$ cat src/rtl/sdr_bseq_pkg.sv
package sdr_bseq_pkg;

    typedef enum logic [2:0] {
        CMD_NOP   = 3'd0,
        CMD_READ  = 3'd1,
        CMD_WRITE = 3'd2,
        CMD_BSTOP = 3'd3,
        CMD_MODE  = 3'd4
    } seq_cmd_e;

endpackage

$ cat src/rtl/sdr_mode_store.sv
module sdr_mode_store #(
    parameter int MAX_BL_LOG = 3,
    parameter int CL_MIN     = 2,
    parameter int CL_W       = 2,
    parameter int RST_BL_LOG = 2,
    parameter int RST_CL_SEL = 1
) (
    input  logic                          clk,
    input  logic                          rst_n,
    input  logic                          load_i,
    input  logic [$clog2(MAX_BL_LOG+1)-1:0] bl_code_i,
    input  logic                          order_i,
    input  logic                          cl_sel_i,
    output logic [$clog2(MAX_BL_LOG+1)-1:0] bl_log_o,
    output logic                          ilv_o,
    output logic [CL_W-1:0]               cl_o
);

    localparam int BLC_W = $clog2(MAX_BL_LOG + 1);

    typedef struct packed {
        logic [BLC_W-1:0] bl_log;
        logic             ilv;
        logic [CL_W-1:0]  cl;
    } mode_t;

    mode_t mode_d, mode_q;

    always_comb begin
        mode_d = mode_q;
        if (load_i) begin
            mode_d.bl_log = bl_code_i;
            mode_d.ilv    = order_i;
            mode_d.cl     = CL_W'(CL_MIN) + CL_W'(cl_sel_i);
        end
    end

    always_ff @(posedge clk) begin
        if (!rst_n) begin
            mode_q.bl_log <= BLC_W'(RST_BL_LOG);
            mode_q.ilv    <= 1'b0;
            mode_q.cl     <= CL_W'(CL_MIN + RST_CL_SEL);
        end else begin
            mode_q <= mode_d;
        end
    end

    assign bl_log_o = mode_q.bl_log;
    assign ilv_o    = mode_q.ilv;
    assign cl_o     = mode_q.cl;

    AST_MODE_HOLD: assert property (@(posedge clk) disable iff (!rst_n)
        !load_i |=> $stable({bl_log_o, ilv_o, cl_o}));

endmodule

$ cat src/rtl/sdr_beat_engine.sv
module sdr_beat_engine
    import sdr_bseq_pkg::*;
#(
    parameter int COL_W  = 10,
    parameter int BLEN_W = 4
) (
    input  logic              clk,
    input  logic              rst_n,
    input  logic [2:0]        cmd_i,
    input  logic [COL_W-1:0]  col_i,
    input  logic [BLEN_W-1:0] bl_len_i,
    output logic              beat_vld_o,
    output logic              beat_rd_o,
    output logic [BLEN_W-1:0] beat_idx_o,
    output logic [COL_W-1:0]  beat_start_o
);

    typedef struct packed {
        logic              active;
        logic              rd;
        logic [BLEN_W-1:0] nxt;
        logic [COL_W-1:0]  start;
    } eng_t;

    eng_t s_d, s_q;
    logic is_xfer, is_halt;
    logic [BLEN_W-1:0] nxt_inc;

    always_comb begin
        is_xfer = (cmd_i == CMD_READ) || (cmd_i == CMD_WRITE);
        is_halt = (cmd_i == CMD_BSTOP) || (cmd_i == CMD_MODE);
        nxt_inc = s_q.nxt + BLEN_W'(1);

        s_d          = s_q;
        beat_vld_o   = 1'b0;
        beat_rd_o    = s_q.rd;
        beat_idx_o   = s_q.nxt;
        beat_start_o = s_q.start;

        if (is_xfer) begin
            beat_vld_o   = 1'b1;
            beat_rd_o    = (cmd_i == CMD_READ);
            beat_idx_o   = '0;
            beat_start_o = col_i;
            s_d.rd       = (cmd_i == CMD_READ);
            s_d.start    = col_i;
            s_d.nxt      = BLEN_W'(1);
            s_d.active   = (bl_len_i > BLEN_W'(1));
        end else if (is_halt) begin
            s_d.active = 1'b0;
        end else if (s_q.active) begin
            beat_vld_o = 1'b1;
            s_d.nxt    = nxt_inc;
            s_d.active = (nxt_inc < bl_len_i);
        end
    end

    always_ff @(posedge clk) begin
        if (!rst_n) begin
            s_q <= '0;
        end else begin
            s_q <= s_d;
        end
    end

    AST_BEAT_BOUND: assert property (@(posedge clk) disable iff (!rst_n)
        s_q.active |-> (s_q.nxt < bl_len_i));
    AST_STOP_IDLE: assert property (@(posedge clk) disable iff (!rst_n)
        (cmd_i == CMD_BSTOP) |=> !s_q.active);
    AST_MODE_IDLE: assert property (@(posedge clk) disable iff (!rst_n)
        (cmd_i == CMD_MODE) |=> !s_q.active);

endmodule

$ cat src/rtl/sdr_col_order.sv
module sdr_col_order #(
    parameter int COL_W  = 10,
    parameter int BLEN_W = 4,
    parameter int BLC_W  = 2
) (
    input  logic [COL_W-1:0]  start_i,
    input  logic [BLEN_W-1:0] idx_i,
    input  logic [BLC_W-1:0]  bl_log_i,
    input  logic              ilv_i,
    output logic [COL_W-1:0]  col_o
);

    logic [COL_W-1:0] mask, idx_ext, low_seq, low_ilv;

    always_comb begin
        mask    = (COL_W'(1) << bl_log_i) - COL_W'(1);
        idx_ext = COL_W'(idx_i);
        low_seq = (start_i + idx_ext) & mask;
        low_ilv = (start_i ^ idx_ext) & mask;
        col_o   = (start_i & ~mask) | (ilv_i ? low_ilv : low_seq);
    end

endmodule

$ cat src/rtl/sdr_read_pipe.sv
module sdr_read_pipe #(
    parameter int COL_W = 10,
    parameter int DEPTH = 3,
    parameter int CL_W  = 2
) (
    input  logic             clk,
    input  logic             rst_n,
    input  logic             in_vld_i,
    input  logic [COL_W-1:0] in_col_i,
    input  logic [CL_W-1:0]  cl_i,
    output logic             out_vld_o,
    output logic [COL_W-1:0] out_col_o
);

    localparam int TAP_W = (DEPTH > 1) ? $clog2(DEPTH) : 1;

    typedef struct packed {
        logic             vld;
        logic [COL_W-1:0] col;
    } stage_t;

    stage_t st_d [DEPTH];
    stage_t st_q [DEPTH];
    logic [TAP_W-1:0] tap;

    always_comb begin
        st_d[0].vld = in_vld_i;
        st_d[0].col = in_col_i;
        for (int k = 1; k < DEPTH; k++) begin
            st_d[k] = st_q[k-1];
        end
        tap       = TAP_W'(cl_i - CL_W'(1));
        out_vld_o = st_q[tap].vld;
        out_col_o = st_q[tap].col;
    end

    for (genvar g = 0; g < DEPTH; g++) begin : g_stage
        always_ff @(posedge clk) begin
            if (!rst_n) begin
                st_q[g] <= '0;
            end else begin
                st_q[g] <= st_d[g];
            end
        end
    end

    AST_RD_LAT2: assert property (@(posedge clk) disable iff (!rst_n)
        (cl_i == CL_W'(2)) && $past(in_vld_i, 2) |-> out_vld_o);
    AST_RD_LAT3: assert property (@(posedge clk) disable iff (!rst_n)
        (cl_i == CL_W'(3)) && $past(in_vld_i, 3) |-> out_vld_o);
    AST_RD_NO_EXTRA: assert property (@(posedge clk) disable iff (!rst_n)
        (cl_i == CL_W'(2)) && out_vld_o |-> $past(in_vld_i, 2));

endmodule

$ cat src/rtl/sdr_burst_seq.sv
module sdr_burst_seq
    import sdr_bseq_pkg::*;
#(
    parameter int COL_W      = 10,
    parameter int MAX_BL_LOG = 3,
    parameter int CL_MIN     = 2,
    parameter int CL_MAX     = 3
) (
    input  logic             clk,
    input  logic             rst_n,
    input  logic [2:0]       cmd_i,
    input  logic [COL_W-1:0] col_i,
    input  logic [1:0]       mode_bl_i,
    input  logic             mode_order_i,
    input  logic             mode_cl_i,
    output logic             wr_en_o,
    output logic [COL_W-1:0] wr_col_o,
    output logic             rd_cap_o,
    output logic [COL_W-1:0] rd_col_o
);

    localparam int BLC_W  = $clog2(MAX_BL_LOG + 1);
    localparam int BLEN_W = MAX_BL_LOG + 1;
    localparam int CL_W   = $clog2(CL_MAX + 1);

    logic [BLC_W-1:0]  bl_log;
    logic              ilv;
    logic [CL_W-1:0]   cl;
    logic [BLEN_W-1:0] bl_len;
    logic              beat_vld, beat_rd;
    logic [BLEN_W-1:0] beat_idx;
    logic [COL_W-1:0]  beat_start, beat_col;

    sdr_mode_store #(
        .MAX_BL_LOG(MAX_BL_LOG), .CL_MIN(CL_MIN), .CL_W(CL_W),
        .RST_BL_LOG(2), .RST_CL_SEL(1)
    ) u_mode (
        .clk(clk), .rst_n(rst_n),
        .load_i(cmd_i == CMD_MODE),
        .bl_code_i(BLC_W'(mode_bl_i)),
        .order_i(mode_order_i), .cl_sel_i(mode_cl_i),
        .bl_log_o(bl_log), .ilv_o(ilv), .cl_o(cl)
    );

    assign bl_len = BLEN_W'(1) << bl_log;

    sdr_beat_engine #(.COL_W(COL_W), .BLEN_W(BLEN_W)) u_eng (
        .clk(clk), .rst_n(rst_n), .cmd_i(cmd_i), .col_i(col_i),
        .bl_len_i(bl_len),
        .beat_vld_o(beat_vld), .beat_rd_o(beat_rd),
        .beat_idx_o(beat_idx), .beat_start_o(beat_start)
    );

    sdr_col_order #(.COL_W(COL_W), .BLEN_W(BLEN_W), .BLC_W(BLC_W)) u_col (
        .start_i(beat_start), .idx_i(beat_idx),
        .bl_log_i(bl_log), .ilv_i(ilv), .col_o(beat_col)
    );

    sdr_read_pipe #(.COL_W(COL_W), .DEPTH(CL_MAX), .CL_W(CL_W)) u_rdp (
        .clk(clk), .rst_n(rst_n),
        .in_vld_i(beat_vld && beat_rd), .in_col_i(beat_col),
        .cl_i(cl), .out_vld_o(rd_cap_o), .out_col_o(rd_col_o)
    );

    assign wr_en_o  = beat_vld && !beat_rd;
    assign wr_col_o = beat_col;

    AST_WR_ZERO_LAT: assert property (@(posedge clk) disable iff (!rst_n)
        (cmd_i == CMD_WRITE) |-> (wr_en_o && (wr_col_o == col_i)));
    AST_STOP_NO_WR: assert property (@(posedge clk) disable iff (!rst_n)
        (cmd_i == CMD_BSTOP) |-> !wr_en_o);
    AST_RD_CUTS_WR: assert property (@(posedge clk) disable iff (!rst_n)
        (cmd_i == CMD_READ) |-> !wr_en_o);

endmodule

$ cat config.mk
export PLATFORM = sky130hd
export DESIGN_NAME = sdr_burst_seq
export DESIGN_NICKNAME = d
export VERILOG_FILES = /design/src/rtl/sdr_bseq_pkg.sv /design/src/rtl/sdr_mode_store.sv /design/src/rtl/sdr_beat_engine.sv /design/src/rtl/sdr_col_order.sv /design/src/rtl/sdr_read_pipe.sv /design/src/rtl/sdr_burst_seq.sv
export SDC_FILE = /design/constraint.sdc
export NUM_CORES = 1
export LEC_CHECK = 0
export ABC_AREA = 1
export BUFFER_PORTS_ARGS = -buffer_cell sky130_fd_sc_hd__clkbuf_2
export CAP_MARGIN = 20
export CORE_UTILIZATION = 27
export CTS_BUF_LIST = sky130_fd_sc_hd__clkbuf_8
export CTS_CLUSTER_DIAMETER = 30
export DETAILED_ROUTE_END_ITERATION = 10
export GPL_TIMING_DRIVEN = 0
export PLACE_DENSITY_LB_ADDON = 0.2
export REMOVE_ABC_BUFFERS = 1
export SLEW_MARGIN = 20
export SYNTH_ARGS = -nofsm -noshare
export SYNTH_HDL_FRONTEND = slang
export SYNTH_SLANG_ARGS = --single-unit
$ cat constraint.sdc
create_clock -name clk -period 3.2 [get_ports clk]
set_clock_uncertainty 0.1 [all_clocks]
set_input_delay 0.48 -clock clk [delete_from_list [all_inputs] [get_ports clk]]
set_output_delay 0.48 -clock clk [all_outputs]
set_load 0.1 [all_outputs]
## Yosys cells after proc, flatten, opt, wreduce, memory -nomap -nowiden

Memory sizes are Yosys's and may differ from the RTL's.
Index checks and enable logic that the tools add are counted.

- Register bits: 21
- Bits in latches: 0
- Bits in writable memories: 33
- Bits in read-only memories: 0
- Input port bits: 19
- Output and inout port bits: 22
- Memories kept: 1

- Add/subtract/negate cells: 5
- $mul: 0
- Divide/modulo/power cells: 0
- Order comparisons: 2
- Equality and inequality tests: 5
- Shift-type cells: 2
- Multiplexer cells: 18
- Bitwise gates (word level): 11
- Reductions and logical operators: 9

Memory list:

| memory | words | bits a word | rd ports | clocked after Yosys merged registers in | write ports | RTL line | source |
|---|---|---|---|---|---|---|---|
| u_rdp.st_q | 3 | 11 | 3 | 0 | 3 | sdr_read_pipe.sv:23 | `stage_t st_q [DEPTH];` |

Operators by type and width:

| cell | number |
|---|---|
| 2-to-1 mux 11 bit | 3 |
| AND 10 bit | 3 |
| 2-to-1 mux 10 bit | 2 |
| 2-to-1 mux 1 bit | 12 |
| adder 10 x 4 -> 10 bit | 1 |
| inverter 10 bit | 1 |
| bitwise OR 10 bit | 1 |
| << shifter 1 x 2 -> 10 bit (first input constant) | 1 |
| subtractor 10 x 2 -> 10 bit (second input constant) | 1 |
| bitwise XOR 10 x 4 -> 10 bit | 1 |
| equality test 3 x 2 -> 1 bit (second input constant) | 2 |
| adder 4 x 1 -> 4 bit (second input constant) | 1 |
| > comparator 4 x 1 -> 1 bit (second input constant) | 1 |
| < comparator 4 bit | 1 |
| 2-to-1 mux 4 bit | 1 |
| AND reduction 2 bit | 2 |
| << shifter 1 x 2 -> 4 bit (first input constant) | 1 |
| equality test 3 x 1 -> 1 bit (second input constant) | 1 |
| equality test 3 bit (second input constant) | 1 |
| bitwise OR 1 bit | 3 |
| adder 2 x 1 -> 2 bit (first input constant) | 1 |
| logical AND 1 bit | 2 |
| logical OR 1 bit | 2 |
| != test 2 x 1 -> 1 bit (second input constant) | 1 |
| 5 further kinds | 6 |

## Longest topological paths before layout

Gate-level depths: netlist of run 1.

- Depth in word-level cells: 8
- Depth in mapped cells: 18
- Gate-level depth less buffers: 17

## Modules after synthesis

A second synthesis of run 1 with hierarchy kept.

- Cells, all modules: 401
- Area, all modules: 2725.1 um^2

By module, submodules not included:

| module | times used | cells an instance | area an instance (um^2) |
|---|---|---|---|
| sdr_read_pipe | 1 | 179 | 1247.4 |
| sdr_beat_engine | 1 | 128 | 937.1 |
| sdr_col_order | 1 | 57 | 330.3 |
| sdr_mode_store | 1 | 23 | 157.7 |
| sdr_burst_seq | 1 | 14 | 52.6 |

## Worst setup path before layout of run 1

No wires, ideal clock.

- Path kind: input to output
- Start point: in cmd_i[0]
- End point: out wr_col_o[1]
- Data arrival time: 2.605 ns
- Slack: 0.015 ns
- Stages: 14
- Cell sequence: inv_2 nand2_4 nand3_4 inv_2 or2_0 o21ai_1 inv_1 ha_1 fa_1 nor2_1 or3_1 a21boi_2 inv_1 buf_4

RTL lines:

| element | RTL line | source |
|---|---|---|
| start: declaration | sdr_burst_seq.sv:11 | `input logic [2:0] cmd_i,` |
| end: declaration | sdr_burst_seq.sv:17 | `output logic [COL_W-1:0] wr_col_o,` |

## Final worst setup path of run 1

- Start point: in cmd_i[1]
- End point: out wr_col_o[1]

- Cells in the longest elaborated chain, start to end: 7
- Elaborated cells on any way between the ends: 12
- Those cells by class: 1 x add/sub; 2 x eq/ne; 3 x mux; 5 x bitwise; 1 x reduce/logical

RTL lines:

| element | RTL line | source |
|---|---|---|
| equality test 3 x 1 -> 1 bit or equality test 3 x 2 -> 1 bit (tied branches) | sdr_beat_engine.sv:30 | `is_xfer = (cmd_i == CMD_READ) \|\| (cmd_i == CMD_WRITE);` |
| logical OR 1 bit (*) | sdr_beat_engine.sv:30 |  |
| 2-to-1 mux 10 bit (*) | -- |  |
| via beat_start[0] | sdr_burst_seq.sv:32 | `logic [COL_W-1:0] beat_start, beat_col;` |
| adder 10 x 4 -> 10 bit (*) | sdr_col_order.sv:18 | `low_seq = (start_i + idx_ext) & mask;` |
| AND 10 bit (*) | sdr_col_order.sv:18 |  |
| 2-to-1 mux 10 bit (*) | sdr_col_order.sv:20 | `col_o = (start_i & ~mask) \| (ilv_i ? low_ilv : low_seq);` |
| bitwise OR 10 bit (*) | sdr_col_order.sv:20 |  |

Mark *: on every way through the listed nets, which the timed path passes. The rest lies on a longest branch.

==> results of run 1 <==
-- final timing paths --
kind,from,end,slack [ns],cells after the start
setup reg to reg,u_eng.s_q[0]$_SDFF_PN0_,u_rdp.st_q[0][1]$_SDFF_PN0_,1.10,9
hold reg to reg,u_rdp.st_q[0][8]$_SDFF_PN0_,u_rdp.st_q[1][8]$_SDFF_PN0_,0.32,2
hold / removal,mode_cl_i,u_mode.cl_o[0]$_SDFFE_PN1N_,0.28,3
setup / recovery,cmd_i[1],wr_col_o[1],-0.06,15
-- cell families after synthesis --
group | Yosys count | synth area share [%]
compound gates | 27 | 7.527
xor+xnor | 4 | 1.464
fa+ha+maj | 10 | 5.541
buf+inv | 74 | 14.11
flops | 52 | 43.49
mux | 11 | 5.175
simple gates | 120 | 22.69
-- cell type report --
type | instances | area, sq um | area share (%)
inverter | 56 | 227.7 | 7.815
clock inverter | 3 | 18.77 | 0.6441
timing repair buffer | 50 | 384.1 | 13.18
multi-input combinational | 173 | 1042 | 35.77
tap | 105 | 131.4 | 4.508
clock buffer | 5 | 68.82 | 2.362
sequential | 52 | 1041 | 35.72
-- metal layers --
metal / track usage [%] / part of all wire (%) / up-vias / wire (microns)
met1: 15.78 / 52 / 803 / 2584
met2: 19.62 / 44 / 29 / 2193
met5: 0 / 0 / - / 0
met3: 1.975 / 3.1 / 7 / 154
met4: 4.851 / 1.6 / 0 / 81
li1: - / - / 985 / -
-- state kept, by name (all words and copies together) (netlist names) --
signal and flops:
u_mode.ilv_o 1, u_eng.s_q 16, u_mode.bl_log_o 2, u_rdp.st_q 32, u_mode.cl_o 1
-- worst max-delay path, stage by stage --
cell	delay, ns
clkbuf_16	0.13
inv_8	0.05
nand2_4	0.05
nand3_4	0.13
inv_6	0.04
or2_0	0.21
o21ai_2	0.07
inv_1	0.06
ha_2	0.18
fa_1	0.47
nor2_1	0.03
or3_1	0.32
a21boi_2	0.17
inv_2	0.07
clkbuf_16	0.19
-- cell usage in the layout, fill, tap and decap left out, drive strengths merged --
| cell | n |
|---|---|
| a211oi | 3 |
| a21boi | 1 |
| a21oi | 10 |
| buf | 13 |
| clkbuf | 42 |
| clkinv | 3 |
| dfxtp | 52 |
| fa | 1 |
| ha | 9 |
| inv | 56 |
| mux2 | 11 |
| nand2 | 64 |
| nand3 | 10 |
| nand4 | 5 |
| nor2 | 34 |
| nor3 | 2 |
| nor3b | 1 |
| o211ai | 1 |
| o21ai | 11 |
| o21bai | 1 |
| or2 | 4 |
| or3 | 1 |
| xnor2 | 2 |
| xor2 | 2 |
-- power by group through the flow --
stage                     combinational (mW)  sequential [mW]  clock (mW)
after floorplan                        0.296            0.711           0
after global placement                 0.363            0.715           0
after detailed placement               0.365            0.716           0
after CTS                              0.411            0.701       0.390
after global routing                   0.452            0.704       0.420
final                                  0.419            0.700       0.373
-- through the flow --
stage	cell area (sq um)	util, %	hold slack (ns)
floorplan	2266	-	0.2856
global placement	2597	30.99	0.2940
detailed placement	2597	30.99	0.2956
CTS	2882	34.38	0.2712
global route	2914	34.77	0.2987
finish	2914	34.77	0.2834
-- what timing repair did --
item                                    4_1_cts  5_1_grt
pin swaps                                     2        0
resized for setup                            24        9
cloned                                        1        0
endpoints found under the setup margin        5        5
setup buffers                                 8        2
==> flow_summary_export.csv, run 1 <==
group,metric,value,unit
synthesis,synth.distinct_cells,35,
die,num_rows,33,
detailed_routing,first_pass_iters,4,
synthesis,synthTopCellsByArea,"dfxtp_1, nand2_1, inv_1, mux2_2, nor2_1",
timing,period_minus_slack,3.259,ns
clock_tree,numCtsBuffers,5,
global_route,grt_max_degree,31,
clock_tree,cts_root_buffer,"clkbuf_8",
detailed_routing,wl_per_cell,11.29,microns
timing,fmax,306.9,MHz
clock_tree,ctsHtreeMaxLevel,2,
timing,slew_viol_final,0,
power,ir_drop,171.8,uV
detailed_routing,via_per_inst,4.108,
timing,final_hold_viol_count,0,
die,fp.coreArea,8382,sq um
place,dpl_worst_slack,-0.7324,ns
power,power_frac_seq,46.9,%
detailed_routing,drc_errors,0,
place,dp.cells,425,
power,finalPower,1.492,mW
synthesis,async_reset_ff_share,0,%
die,die_w,96.16,microns
synthesis,synth.top_cell.area_share,43.49,%
job,cap_viol_max_count,0,
final_layout,area_growth,21.75,%
critical_path,critPathMaxFanout,4,
timing,setup_tns,-0.06705,ns
clock_tree,cts_hold_buf,0,
worst_hold_path,hold_class,"input port to flop",
detailed_routing,vias,1824,
detailed_routing,antenna_left,0,
clock_tree,cts.sinks,52,
clock_tree,clk_latency,0.30,ns
synthesis,syn-mean-instance-area,8.032,sq um
timing,fin_crit_sh,101.8,%
final_layout,layout.nets,367,
die,start_util,28.56,%
critical_path,worst-setup-path-type,"input port to primary output",
critical_path,crit_path_start_kind,"input port",
power,power_frac_clock,25.0,%
global_route,grt_pass1_wl,8418,microns
status,outcome,"finished, violations left",
final_layout,n_fill_cell,903,
place,port-buffer-count,40,
power,p_leak,1.576,nW
clock_tree,cts_tree,"done",
final_layout,final_cells,444,
clock_tree,clock_path_buffers,2,
critical_path,end_kind,"primary output",
global_route,grt_pass1_vias,1766,
synthesis,ys_warn_count,0,
timing,setup_viol,2,
final_layout,layout-drive-gt1-share,28.32,%
timing,grt_setup_unrepaired,"true",
timing,setup_ws,-0.05854,ns
detailed_routing,drt_iter0_markers,67,
synthesis,netlist_top_cells_count,"nand2_1, dfxtp_1, inv_1, nor2_1, mux2_2",
synthesis,yosys.cell_count.top_type,"nand2_1",
power,p_sw,0.5332,mW
critical_path,cp.required,2.62,ns
global_route,globalRouteOverflowTotal,0,
detailed_routing,wl,5014,microns
power,p_per_area,512.1,nW/um^2
status,violations,"negative setup slack",
synthesis,yosys.area.top_type,"dfxtp_1",
timing,relSlewSlack,50.81,%
power,swShare,35.73,%
final_layout,antenna_cells,0,
synthesis,syn-cell-area,2394,sq um
synthesis,ys_seq_area_share,43.49,%
critical_path,cp.arrival,2.68,ns
synthesis,synthFlopType,"dfxtp_1",
synthesis,syn_inst,298,
die,die_area,9246,sq um
timing,tightest_slew,0.7371,ns
global_route,antenna_found_initial,0,
place,gp_congestion,0.7208,
power,intPower,0.9592,mW
place,post-dp-hpwl,3339,microns
synthesis,synth_edf_count,0,
die,fp.dieH,96.16,microns
synthesis,ys_ff_latch,52,
clock_tree,clk_pin_slew,0.09,ns
power,combPwrFrac,28.1,%
global_route,track_usage,12.06,%
die,num_io_pins,41,
(Power assumes the default switching activity.)
==> inputs of run 2 (changes only) <==
GPL_TIMING_DRIVEN = unset   (was 0)
==> run 2 against run 1 <==
Sequential power barely moved. The flow now finishes without violations. First-iteration DRC count fell by 27%. Non-clock buffer count rose by 10.
==> flow_summary_export.csv, run 2 (synthesized netlist as in run 1, its figures left out) <==
group,metric,value,unit
status,outcome,"completed",
die,fp.coreArea,8382,sq um
timing,fin_crit_sh,96.99,%
clock_tree,numCtsBuffers,5,
final_layout,antenna_cells,0,
global_route,grt_max_degree,30,
final_layout,area_growth,24.20,%
critical_path,worst-setup-path-type,"input port to primary output",
worst_hold_path,hold_class,"input port to flop",
power,finalPower,1.529,mW
die,die_w,96.16,microns
timing,fmax,322.2,MHz
power,p_per_area,514.5,nW/um^2
die,die_area,9246,sq um
critical_path,cp-endpoint,"wr_col_o[1]",
die,fp.dieH,96.16,microns
timing,period_minus_slack,3.104,ns
critical_path,r2r-end,"u_rdp.st_q[0][8]$_SDFF_PN0_",
final_layout,final_area,2973,sq um
power,combPwrFrac,28.6,%
power,p_sw,0.5448,mW
die,num_io_pins,41,
detailed_routing,first_pass_iters,4,
power,p_leak,1.602,nW
clock_tree,ctsHtreeMaxLevel,2,
timing,setup_ws,0.09644,ns
job,cap_viol_max_count,0,
place,post_dp_cell_area,2823,sq um
timing,slew_viol_final,0,
clock_tree,cts_tree,"done",
critical_path,cp.arrival,2.52,ns
critical_path,cp.required,2.62,ns
final_layout,layout-drive-gt1-share,31.32,%
detailed_routing,drt_iter0_markers,49,
critical_path,r2r_setup_slack,1.11,ns
detailed_routing,antenna_left,0,
clock_tree,cts.sinks,52,
clock_tree,clk_latency,0.31,ns
timing,setup_viol,0,
critical_path,r2r_cells,14,
global_route,track_usage,11.25,%
power,power_frac_clock,25.6,%
clock_tree,cts_root_buffer,"clkbuf_8",
detailed_routing,wl_per_cell,10.48,microns
place,port-buffer-count,40,
critical_path,startpoint,"cmd_i[1]",
clock_tree,clock_path_buffers,2,
power,intPower,0.9846,mW
place,post-dp-hpwl,3564,microns
final_layout,n_fill_cell,902,
power,swShare,35.62,%
critical_path,crit_path_start_kind,"input port",
die,num_rows,33,
final_layout,regMostFlops,"u_rdp.st_q",
final_layout,mostFrequentLayoutCells,"nand2_1, dfxtp_1, inv_1, clkbuf_2, nor2_1",
place,gp_congestion,0.8200,
detailed_routing,wl,4747,microns
die,start_util,28.56,%
power,power_frac_seq,45.8,%
clock_tree,clk_pin_slew,0.09,ns
final_layout,layout.nets,376,
final_layout,final_common_cell,"nand2_1",
timing,grt_setup_unrepaired,"true",
place,dpl_worst_slack,-0.02357,ns
detailed_routing,via_per_inst,4.029,
global_route,globalRouteOverflowTotal,0,
timing,tightest_slew,0.7224,ns
global_route,grt_pass1_vias,1635,
timing,relSlewSlack,51.79,%
critical_path,critPathMaxFanout,3,
global_route,antenna_found_initial,0,
timing,final_hold_viol_count,0,
power,ir_drop,182.0,uV
global_route,grt_pass1_wl,7838,microns
detailed_routing,drc_errors,0,
final_layout,largest_reg_flops,32,
detailed_routing,vias,1825,
critical_path,crit-reg2reg-launch,"u_eng.s_q[0]$_SDFF_PN0_",
critical_path,end_kind,"primary output",
timing,setup_tns,0,ns
==> run 2: metrics by stage <==
stage	util, %	cells	hold WS (ns)
global route	35.47	453	0.2718
global placement	33.68	443	0.2948
detailed placement	33.68	443	0.2963
CTS	34.86	451	0.2642
finish	35.47	453	0.2718
floorplan	-	280	0.2856
==> run 2: worst min path at each step <==
stage,startpoint,to,slack [ns],cells past startpoint
after global routing,mode_cl_i,u_mode.cl_o[0]$_SDFFE_PN1N_,0.27,3
after floorplan,u_rdp.st_q[0][10]$_SDFF_PN0_,u_rdp.st_q[1][10]$_SDFF_PN0_,0.29,2
after global placement,u_rdp.st_q[0][9]$_SDFF_PN0_,u_rdp.st_q[1][9]$_SDFF_PN0_,0.29,2
final,mode_cl_i,u_mode.cl_o[0]$_SDFFE_PN1N_,0.27,3
after detailed placement,u_rdp.st_q[0][1]$_SDFF_PN0_,u_rdp.st_q[1][1]$_SDFF_PN0_,0.30,2
after CTS,mode_cl_i,u_mode.cl_o[0]$_SDFFE_PN1N_,0.26,3
==> run 2: cell type report <==
class | instances | area [sq um] | area share, %
clock inverter | 3 | 27.53 | 0.9259
tap | 105 | 131.4 | 4.419
clock buffer | 5 | 68.82 | 2.315
sequential | 52 | 1041 | 35.02
multi-input combinational | 172 | 1054 | 35.44
inverter | 56 | 210.2 | 7.071
timing repair buffer | 60 | 440.4 | 14.81
==> run 2: power by group through the flow <==
stage	Combinational (mW)	Sequential, mW	Clock (mW)
finish	0.437	0.700	0.392
global route	0.471	0.705	0.445
CTS	0.430	0.700	0.413
detailed placement	0.428	0.715	0
global placement	0.426	0.715	0
floorplan	0.296	0.711	0
==> run 2: repair_timing <==
item                                    4_1_cts  5_1_grt
endpoints found under the setup margin        2        4
hold buffers                                  0        0
setup buffers                                 0        2
endpoints found under the hold margin         0        0
resized for setup                             2       10
pin swaps                                     0        6
==> run 2: critical path, cell delays in order <==
cell,delay [ns]
clkbuf_2,0.11
inv_2,0.07
nand2_4,0.05
nand3_4,0.06
inv_2,0.03
or2_0,0.18
o21ai_1,0.09
inv_1,0.06
ha_2,0.17
fa_1,0.47
nor2_1,0.03
or3_1,0.31
a21boi_4,0.15
inv_2,0.07
buf_12,0.16
==> run 2: routing by layer <==
layer	wire, microns	track usage [%]	part of all wire (%)
met1	2376	15.55	50
met3	199	1.975	4.2
met2	2120	17.02	45
met4	51	4.851	1.1
met5	0	0	0
